**config.mk**
```make
export PLATFORM = sky130hd
export DESIGN_NAME = rm_first_wins_filter
export DESIGN_NICKNAME = d
export VERILOG_FILES = /design/src/rtl/rm_pkg.sv /design/src/rtl/rm_dup_judge.sv /design/src/rtl/rm_vl_table.sv /design/src/rtl/rm_pair_fifo.sv /design/src/rtl/rm_first_wins_filter.sv
export SDC_FILE = /design/constraint.sdc
export NUM_CORES = 1
export LEC_CHECK = 0
export BUFFER_PORTS_ARGS = -buffer_cell sky130_fd_sc_hd__clkbuf_2
export CAP_MARGIN = 10
export CORE_UTILIZATION = 56
export DETAILED_ROUTE_END_ITERATION = 10
export PLACE_DENSITY = 0.76
export SLEW_MARGIN = 10
export SYNTH_ARGS = -nofsm -noshare
export SYNTH_HDL_FRONTEND = slang
export SYNTH_SLANG_ARGS = --single-unit
```
**constraint.sdc**
```tcl
create_clock -name clk -period 7.9 [get_ports clk]
set_input_delay 0.395 -clock clk [delete_from_list [all_inputs] [get_ports clk]]
set_output_delay 0.395 -clock clk [all_outputs]
set_load 0.05 [all_outputs]
```
**src/rtl/rm_pkg.sv**
```systemverilog
package rm_pkg;
  localparam int SEQ_W    = 8;
  localparam int SEQ_RING = (1 << SEQ_W) - 1;   // count of nonzero sequence values

  typedef logic [SEQ_W-1:0] seq_t;

  typedef enum logic {NET_A = 1'b0, NET_B = 1'b1} net_e;

  typedef struct packed {
    logic tracking;
    seq_t last;
  } vl_state_t;

  // Steps from 'probe' forward to 'ref_seq' on the ring 1..SEQ_RING.
  function automatic int unsigned ring_behind(seq_t ref_seq, seq_t probe);
    if (ref_seq >= probe) return int'(ref_seq) - int'(probe);
    else                  return int'(ref_seq) + SEQ_RING - int'(probe);
  endfunction
endpackage

```
**src/rtl/rm_dup_judge.sv**
```systemverilog
module rm_dup_judge
  import rm_pkg::*;
#(
  parameter int WINDOW = 2
) (
  input  logic      enable,
  input  vl_state_t cur,
  input  seq_t      seq,
  output logic      forward,
  output vl_state_t nxt
);
  logic          restart;
  logic          in_window;
  int unsigned   gap;

  always_comb begin
    restart   = (seq == '0);
    gap       = ring_behind(cur.last, seq);
    in_window = (gap <= WINDOW);
    forward   = !(enable && cur.tracking && !restart && in_window);
    nxt       = cur;
    if (forward) begin
      if (restart) begin
        nxt.tracking = 1'b0;
        nxt.last     = '0;
      end else begin
        nxt.tracking = 1'b1;
        nxt.last     = seq;
      end
    end
  end
endmodule

```
**src/rtl/rm_vl_table.sv**
```systemverilog
module rm_vl_table
  import rm_pkg::*;
#(
  parameter int NUM_VL = 8,
  parameter int WINDOW = 2,
  localparam int VL_W  = (NUM_VL > 1) ? $clog2(NUM_VL) : 1
) (
  input  logic              clk,
  input  logic              rst_n,
  input  logic [NUM_VL-1:0] rm_enable,
  input  logic              a_fire,
  input  logic [VL_W-1:0]   a_vl,
  input  seq_t              a_seq,
  input  logic              b_fire,
  input  logic [VL_W-1:0]   b_vl,
  input  seq_t              b_seq,
  output logic              a_forward,
  output logic              b_forward
);
  vl_state_t state [NUM_VL];
  vl_state_t cur_a, cur_b, nxt_a, nxt_b;
  logic      fwd_a, fwd_b;
  logic      same_vl;

  assign same_vl = a_fire && (a_vl == b_vl);

  always_comb begin
    cur_a = state[a_vl];
    cur_b = same_vl ? nxt_a : state[b_vl];
  end

  rm_dup_judge #(.WINDOW(WINDOW)) u_judge_a (
    .enable (rm_enable[a_vl]),
    .cur    (cur_a),
    .seq    (a_seq),
    .forward(fwd_a),
    .nxt    (nxt_a)
  );

  rm_dup_judge #(.WINDOW(WINDOW)) u_judge_b (
    .enable (rm_enable[b_vl]),
    .cur    (cur_b),
    .seq    (b_seq),
    .forward(fwd_b),
    .nxt    (nxt_b)
  );

  assign a_forward = a_fire && fwd_a;
  assign b_forward = b_fire && fwd_b;

  for (genvar v = 0; v < NUM_VL; v++) begin : g_vl
    always_ff @(posedge clk) begin
      if (!rst_n) begin
        state[v] <= '0;
      end else if (b_fire && (b_vl == VL_W'(v))) begin
        state[v] <= nxt_b;
      end else if (a_fire && (a_vl == VL_W'(v))) begin
        state[v] <= nxt_a;
      end
    end
  end

  // a same-VL pair carrying one nonzero number under suppression yields one copy
  a_r6_pair_single: assert property (@(posedge clk) disable iff (!rst_n)
    (a_forward && b_fire && same_vl && rm_enable[a_vl] && a_seq == b_seq && a_seq != '0)
      |-> !b_forward);

  // sequence zero always passes
  a_r4_zero_passes: assert property (@(posedge clk) disable iff (!rst_n)
    (a_fire && a_seq == '0) |-> a_forward);

  // suppression off forwards everything
  a_r3_bypass: assert property (@(posedge clk) disable iff (!rst_n)
    (b_fire && !rm_enable[b_vl]) |-> b_forward);
endmodule

```
**src/rtl/rm_pair_fifo.sv**
```systemverilog
module rm_pair_fifo #(
  parameter int W     = 12,
  parameter int DEPTH = 4,
  localparam int PW   = (DEPTH > 1) ? $clog2(DEPTH) : 1,
  localparam int CW   = $clog2(DEPTH + 1)
) (
  input  logic         clk,
  input  logic         rst_n,
  input  logic         push0,
  input  logic [W-1:0] d0,
  input  logic         push1,
  input  logic [W-1:0] d1,
  input  logic         pop,
  output logic         out_valid,
  output logic [W-1:0] out_data,
  output logic         room2
);
  logic [W-1:0]  mem [DEPTH];
  logic [PW-1:0] wr, rd, wr_next1;
  logic [CW-1:0] count;

  function automatic logic [PW-1:0] step(input logic [PW-1:0] p);
    return (p == PW'(DEPTH - 1)) ? '0 : p + 1'b1;
  endfunction

  assign wr_next1  = step(wr);
  assign out_valid = (count != '0);
  assign out_data  = mem[rd];
  assign room2     = (count <= CW'(DEPTH - 2));

  always_ff @(posedge clk) begin
    if (push0) mem[wr] <= d0;
    if (push1) mem[push0 ? wr_next1 : wr] <= d1;
  end

  always_ff @(posedge clk) begin
    if (!rst_n) begin
      wr    <= '0;
      rd    <= '0;
      count <= '0;
    end else begin
      if (push0 && push1)      wr <= step(wr_next1);
      else if (push0 || push1) wr <= wr_next1;
      if (pop)                 rd <= step(rd);
      count <= count + CW'(push0) + CW'(push1) - CW'(pop);
    end
  end

  // held entry stays unchanged until taken
  a_r8_hold_stable: assert property (@(posedge clk) disable iff (!rst_n)
    (out_valid && !pop) |=> (out_valid && $stable(out_data)));

  // a pushed entry is visible the next cycle
  a_r9_push_visible: assert property (@(posedge clk) disable iff (!rst_n)
    (push0 || push1) |=> out_valid);

  // never more entries than slots
  a_r8_no_overflow: assert property (@(posedge clk) disable iff (!rst_n)
    (count == CW'(DEPTH)) |-> !(push0 && !pop));
endmodule

```
**src/rtl/rm_first_wins_filter.sv**
```systemverilog
module rm_first_wins_filter
  import rm_pkg::*;
#(
  parameter int NUM_VL     = 8,
  parameter int FIFO_DEPTH = 4,
  parameter int DUP_WINDOW = 2,
  localparam int VL_W      = (NUM_VL > 1) ? $clog2(NUM_VL) : 1,
  localparam int ENT_W     = 1 + VL_W + SEQ_W
) (
  input  logic              clk,
  input  logic              rst_n,
  input  logic [NUM_VL-1:0] rm_enable,
  input  logic              a_valid,
  output logic              a_ready,
  input  logic [VL_W-1:0]   a_vl,
  input  logic [SEQ_W-1:0]  a_seq,
  input  logic              b_valid,
  output logic              b_ready,
  input  logic [VL_W-1:0]   b_vl,
  input  logic [SEQ_W-1:0]  b_seq,
  output logic              out_valid,
  input  logic              out_ready,
  output logic [VL_W-1:0]   out_vl,
  output logic [SEQ_W-1:0]  out_seq,
  output logic              out_net
);
  logic             room2;
  logic             a_fire, b_fire;
  logic             a_forward, b_forward;
  logic [ENT_W-1:0] ent_a, ent_b, ent_out;
  logic             pop;

  assign a_ready = room2;
  assign b_ready = room2;
  assign a_fire  = a_valid && room2;
  assign b_fire  = b_valid && room2;
  assign pop     = out_valid && out_ready;

  assign ent_a = {NET_A, a_vl, a_seq};
  assign ent_b = {NET_B, b_vl, b_seq};

  rm_vl_table #(.NUM_VL(NUM_VL), .WINDOW(DUP_WINDOW)) u_table (
    .clk      (clk),
    .rst_n    (rst_n),
    .rm_enable(rm_enable),
    .a_fire   (a_fire),
    .a_vl     (a_vl),
    .a_seq    (a_seq),
    .b_fire   (b_fire),
    .b_vl     (b_vl),
    .b_seq    (b_seq),
    .a_forward(a_forward),
    .b_forward(b_forward)
  );

  rm_pair_fifo #(.W(ENT_W), .DEPTH(FIFO_DEPTH)) u_queue (
    .clk      (clk),
    .rst_n    (rst_n),
    .push0    (a_forward),
    .d0       (ent_a),
    .push1    (b_forward),
    .d1       (ent_b),
    .pop      (pop),
    .out_valid(out_valid),
    .out_data (ent_out),
    .room2    (room2)
  );

  assign {out_net, out_vl, out_seq} = ent_out;

  // inputs are refused while the queue is nearly full
  a_r8_refuse_when_full: assert property (@(posedge clk) disable iff (!rst_n)
    (out_valid && !out_ready && !a_ready) |=> !a_ready);
endmodule

```
==> results.py <==
metrics = {
    "global_routing": {
        "globalRouteMet1Util_pct": 44.0,
        "use_met3_pct": 5.20,
        "grt_max_degree": 39,
        "grt_usage_pct": 32.3,
        "grt_use_met2_pct": 52.9,
        "grt_pass1_wl_um": 40400,
        "grt_busiest_layer": "met2",
        "grt_pass1_vias": 7243,
        "grt_overflow": 0,
        "antenna_found_initial": 0,
    },
    "sta": {
        "hold_viol": 0,
        "grt_setup_unrepaired": "false",
        "period_share_pct": 94.6,
        "setup_viol": 0,
        "tns_ns": 0,
        "worstMarginPinSlew_ns": 1.08,
        "max_clock_freq_mhz": 134,
        "fin_skew_ns": 0.0120,
        "max_slew_margin_pct": 27.7,
        "fin_crit_ns": 7.47,
        "maxSlewViolCount": 0,
    },
    "cts": {
        "clock-sinks": 129,
        "cts-root-buf": "clkbuf_16",
        "clk_latency_ns": 0.43,
        "postCtsHoldBufs": 0,
        "cts_inserted_buffers": 17,
        "post_cts_resized": 0,
        "cts_tree": "built",
        "path_clk_slew_ns": 0.06,
        "cts_setup_buffers": 0,
        "cts_max_level": 4,
        "clockBufferDepth": 2,
    },
    "logic_synthesis": {
        "syn_avg_cell_area_um2": 11.2,
        "yosysWarnings": 0,
        "synth_edf_count": 116,
        "ys.flop_type": "edfxtp_1",
        "ys_seq_area_share_pct": 41.4,
        "synth_top_area_share_pct": 38.5,
        "syn_area_um2": 9050,
        "synth_top_area_cell": "edfxtp_1",
        "yosys-top-cells-area": "edfxtp_1 (38%), mux4_2 (12%), o22ai_1 (5.1%), mux2i_1 (4.4%), ha_1 (3.5%)",
        "ys_ff_latch": 129,
        "netlist_instances": 805,
        "yosys.cell_types.count": 64,
        "synthesis.nets": 871,
        "async_reset_ff_share_pct": 0,
    },
    "final_layout": {
        "most-common-layout-cells": "edfxtp_1 (116), o22ai_1 (74), nand3_1 (55)",
        "final_core_util_pct": 64.9,
        "fin_nets": 925,
        "layout_commonest_cell": "edfxtp_1",
        "syn2layout_area_growth_pct": 13.5,
        "antenna_cells": 0,
        "drive_above_1_share_pct": 24.3,
    },
    "die": {
        "initial_core_util_pct": 57.2,
        "die_w_um": 129,
        "io_pins": 50,
        "core_um2": 15800,
        "fp.dieH_um": 129,
        "dieArea_um2": 16700,
        "placementRows": 46,
    },
    "worst_setup_path": {
        "r2r_slack_ns": 0.43,
        "arrival_ns": 7.80,
        "critPathLaunch": "u_table.state[7][0]$_DFFE_PP_",
        "cp_data_required_time_ns": 8.22,
        "endpoint_kind": "flop",
        "critPathKind": "reg2reg",
        "cp-start-kind": "flop",
        "crit_fanout": 8,
        "worst-r2r-cell-count": 26,
        "rr_startpoint": "u_table.state[7][0]$_DFFE_PP_",
    },
    "routing": {
        "drc": 0,
        "wl_per_cell_um": 24.0,
        "wirelength_um": 26000,
        "ant_nets": 0,
        "routed_via_density": 6.99,
        "drtIter0Drc": 1036,
        "first_pass_iters": 6,
        "num_vias": 7593,
    },
    "power_and_ir_drop": {
        "switching_share_pct": 38.2,
        "intPower_mw": 1.89,
        "leakage_nw": 3.87,
        "p_clk_share_pct": 26.8,
        "power_frac_comb_pct": 40.8,
        "powerDensity_nw_per_um2": 297,
        "peakVddDrop_mv": 0.185,
        "p_seq_share_pct": 32.4,
        "p_sw_mw": 1.17,
    },
    "placement": {
        "dp_hpwl_um": 19200,
        "portBuffers": 49,
        "place_congestion": 0.958,
    },
    "hold_path": {
        "worstHoldPathType": "in2reg",
        "min_from": "b_seq[2]",
        "whs_path_depth": 2,
    },
    "status": {
        "outcome": "finished clean",
    },
    "flow_run": {
        "drv_cap": 0,
    },
}
==> worst max-delay path, cell delays in order, from the launching register on <==
cell,delay (ns)
edfxtp_1,0.41
mux4_2,0.49
mux2_2,0.35
ha_1,0.24
fa_1,0.44
a221oi_1,0.33
xor2_1,0.12
a31oi_1,0.25
a21oi_1,0.07
a22oi_1,0.54
o21ai_0,0.25
a31oi_1,0.31
ha_1,0.32
nor2_1,0.11
a211oi_1,0.31
o2111a_1,0.22
nor2_1,0.10
or4_1,0.51
o311ai_0,0.13
and4_1,0.36
buf_12,0.15
nand2b_1,0.13
ha_1,0.25
fa_1,0.37
inv_1,0.08
fa_1,0.39
and2_1,0.16
==> path summary, 6_finish.rpt <==
path,to
setup / recovery,u_queue.count[1]$_SDFF_PN0_
hold / removal,u_queue.mem[3][2]$_DFFE_PP_
setup reg to reg,u_queue.count[1]$_SDFF_PN0_
hold reg to reg,u_queue.mem[2][11]$_SDFFE_PP1P_
==> kinds of logic (layout without fill, tap and decap cells) <==
kind of cell,after synthesis,in the layout,share of synthesized area [%]
adder cells (fa/ha/maj),31,31,4.78
AO/OA/AOI/OAI,209,209,15.5
multiplexers,110,110,19.3
flip-flops,129,129,41.4
buffers and inverters,103,169,4.89
XOR/XNOR,11,11,1.06
AND/OR/NAND/NOR,212,212,13.1
==> power groups by stage <==
stage	Clock [mW]	Combinational, mW	Sequential (mW)
5_1_grt	0.841	1.33	1.00
3_3_place_gp	0	1.20	0.990
3_5_place_dp	0	1.23	1.00
4_1_cts	0.815	1.24	0.989
6_report	0.817	1.25	0.990
2_1_floorplan	0	0.932	0.968
==> layer usage <==
layer / part of all wire, % / vias up
met1: 40 / 3729
met4: 2.6 / 0
met2: 49 / 488
met5: 0 / -
li1: - / 3306
met3: 8.3 / 70
==> cells in the mapped netlist (17+ instances only) <==
| library cell | instances |
|---|---|
| a21oi_1 | 18 |
| clkbuf_1 | 35 |
| o21ai_0 | 29 |
| nand2_1 | 35 |
| inv_1 | 37 |
| mux4_2 | 49 |
| nand3_1 | 55 |
| edfxtp_1 | 116 |
| and2_1 | 17 |
| mux2i_1 | 40 |
| ha_1 | 25 |
| mux2_2 | 19 |
| nor2_1 | 30 |
| o22ai_1 | 74 |
==> per-stage QoR <==
| stage | hold WS (ns) | std cells | power, mW | worst slack (ns) | area (µm²) |
|---|---|---|---|---|---|
| detailed placement | 0.436 | 1056 | 2.23 | 0.200 | 9670 |
| global placement | 0.429 | 1056 | 2.19 | 0.270 | 9670 |
| CTS | 0.352 | 1087 | 3.04 | 0.465 | 10300 |
| floorplan | 0.421 | 805 | 1.90 | 0.277 | 9050 |
| global route | 0.347 | 1087 | 3.17 | 0.0642 | 10300 |
| finish | 0.350 | 1087 | 3.05 | 0.426 | 10300 |
==> state kept, by name, summed over array words and instances (netlist names), named ones only <==
| register | cells |
|---|---|
| u_queue.wr | 2 |
| u_table.state | 72 |
| u_queue.count | 3 |
| u_queue.rd | 2 |
| u_queue.mem | 48 |
==> cell type report <==
type | instances | area, µm²
Clock inverter | 14 | 180
Tap cell | 216 | 270
Fill cell | 1212 | 5550
Timing Repair Buffer | 100 | 641
Inverter | 38 | 143
Sequential cell | 129 | 3740
Multi-Input combinational cell | 573 | 4870
Clock buffer | 17 | 425
No activity file was read; power rests on OpenSTA's default activity.
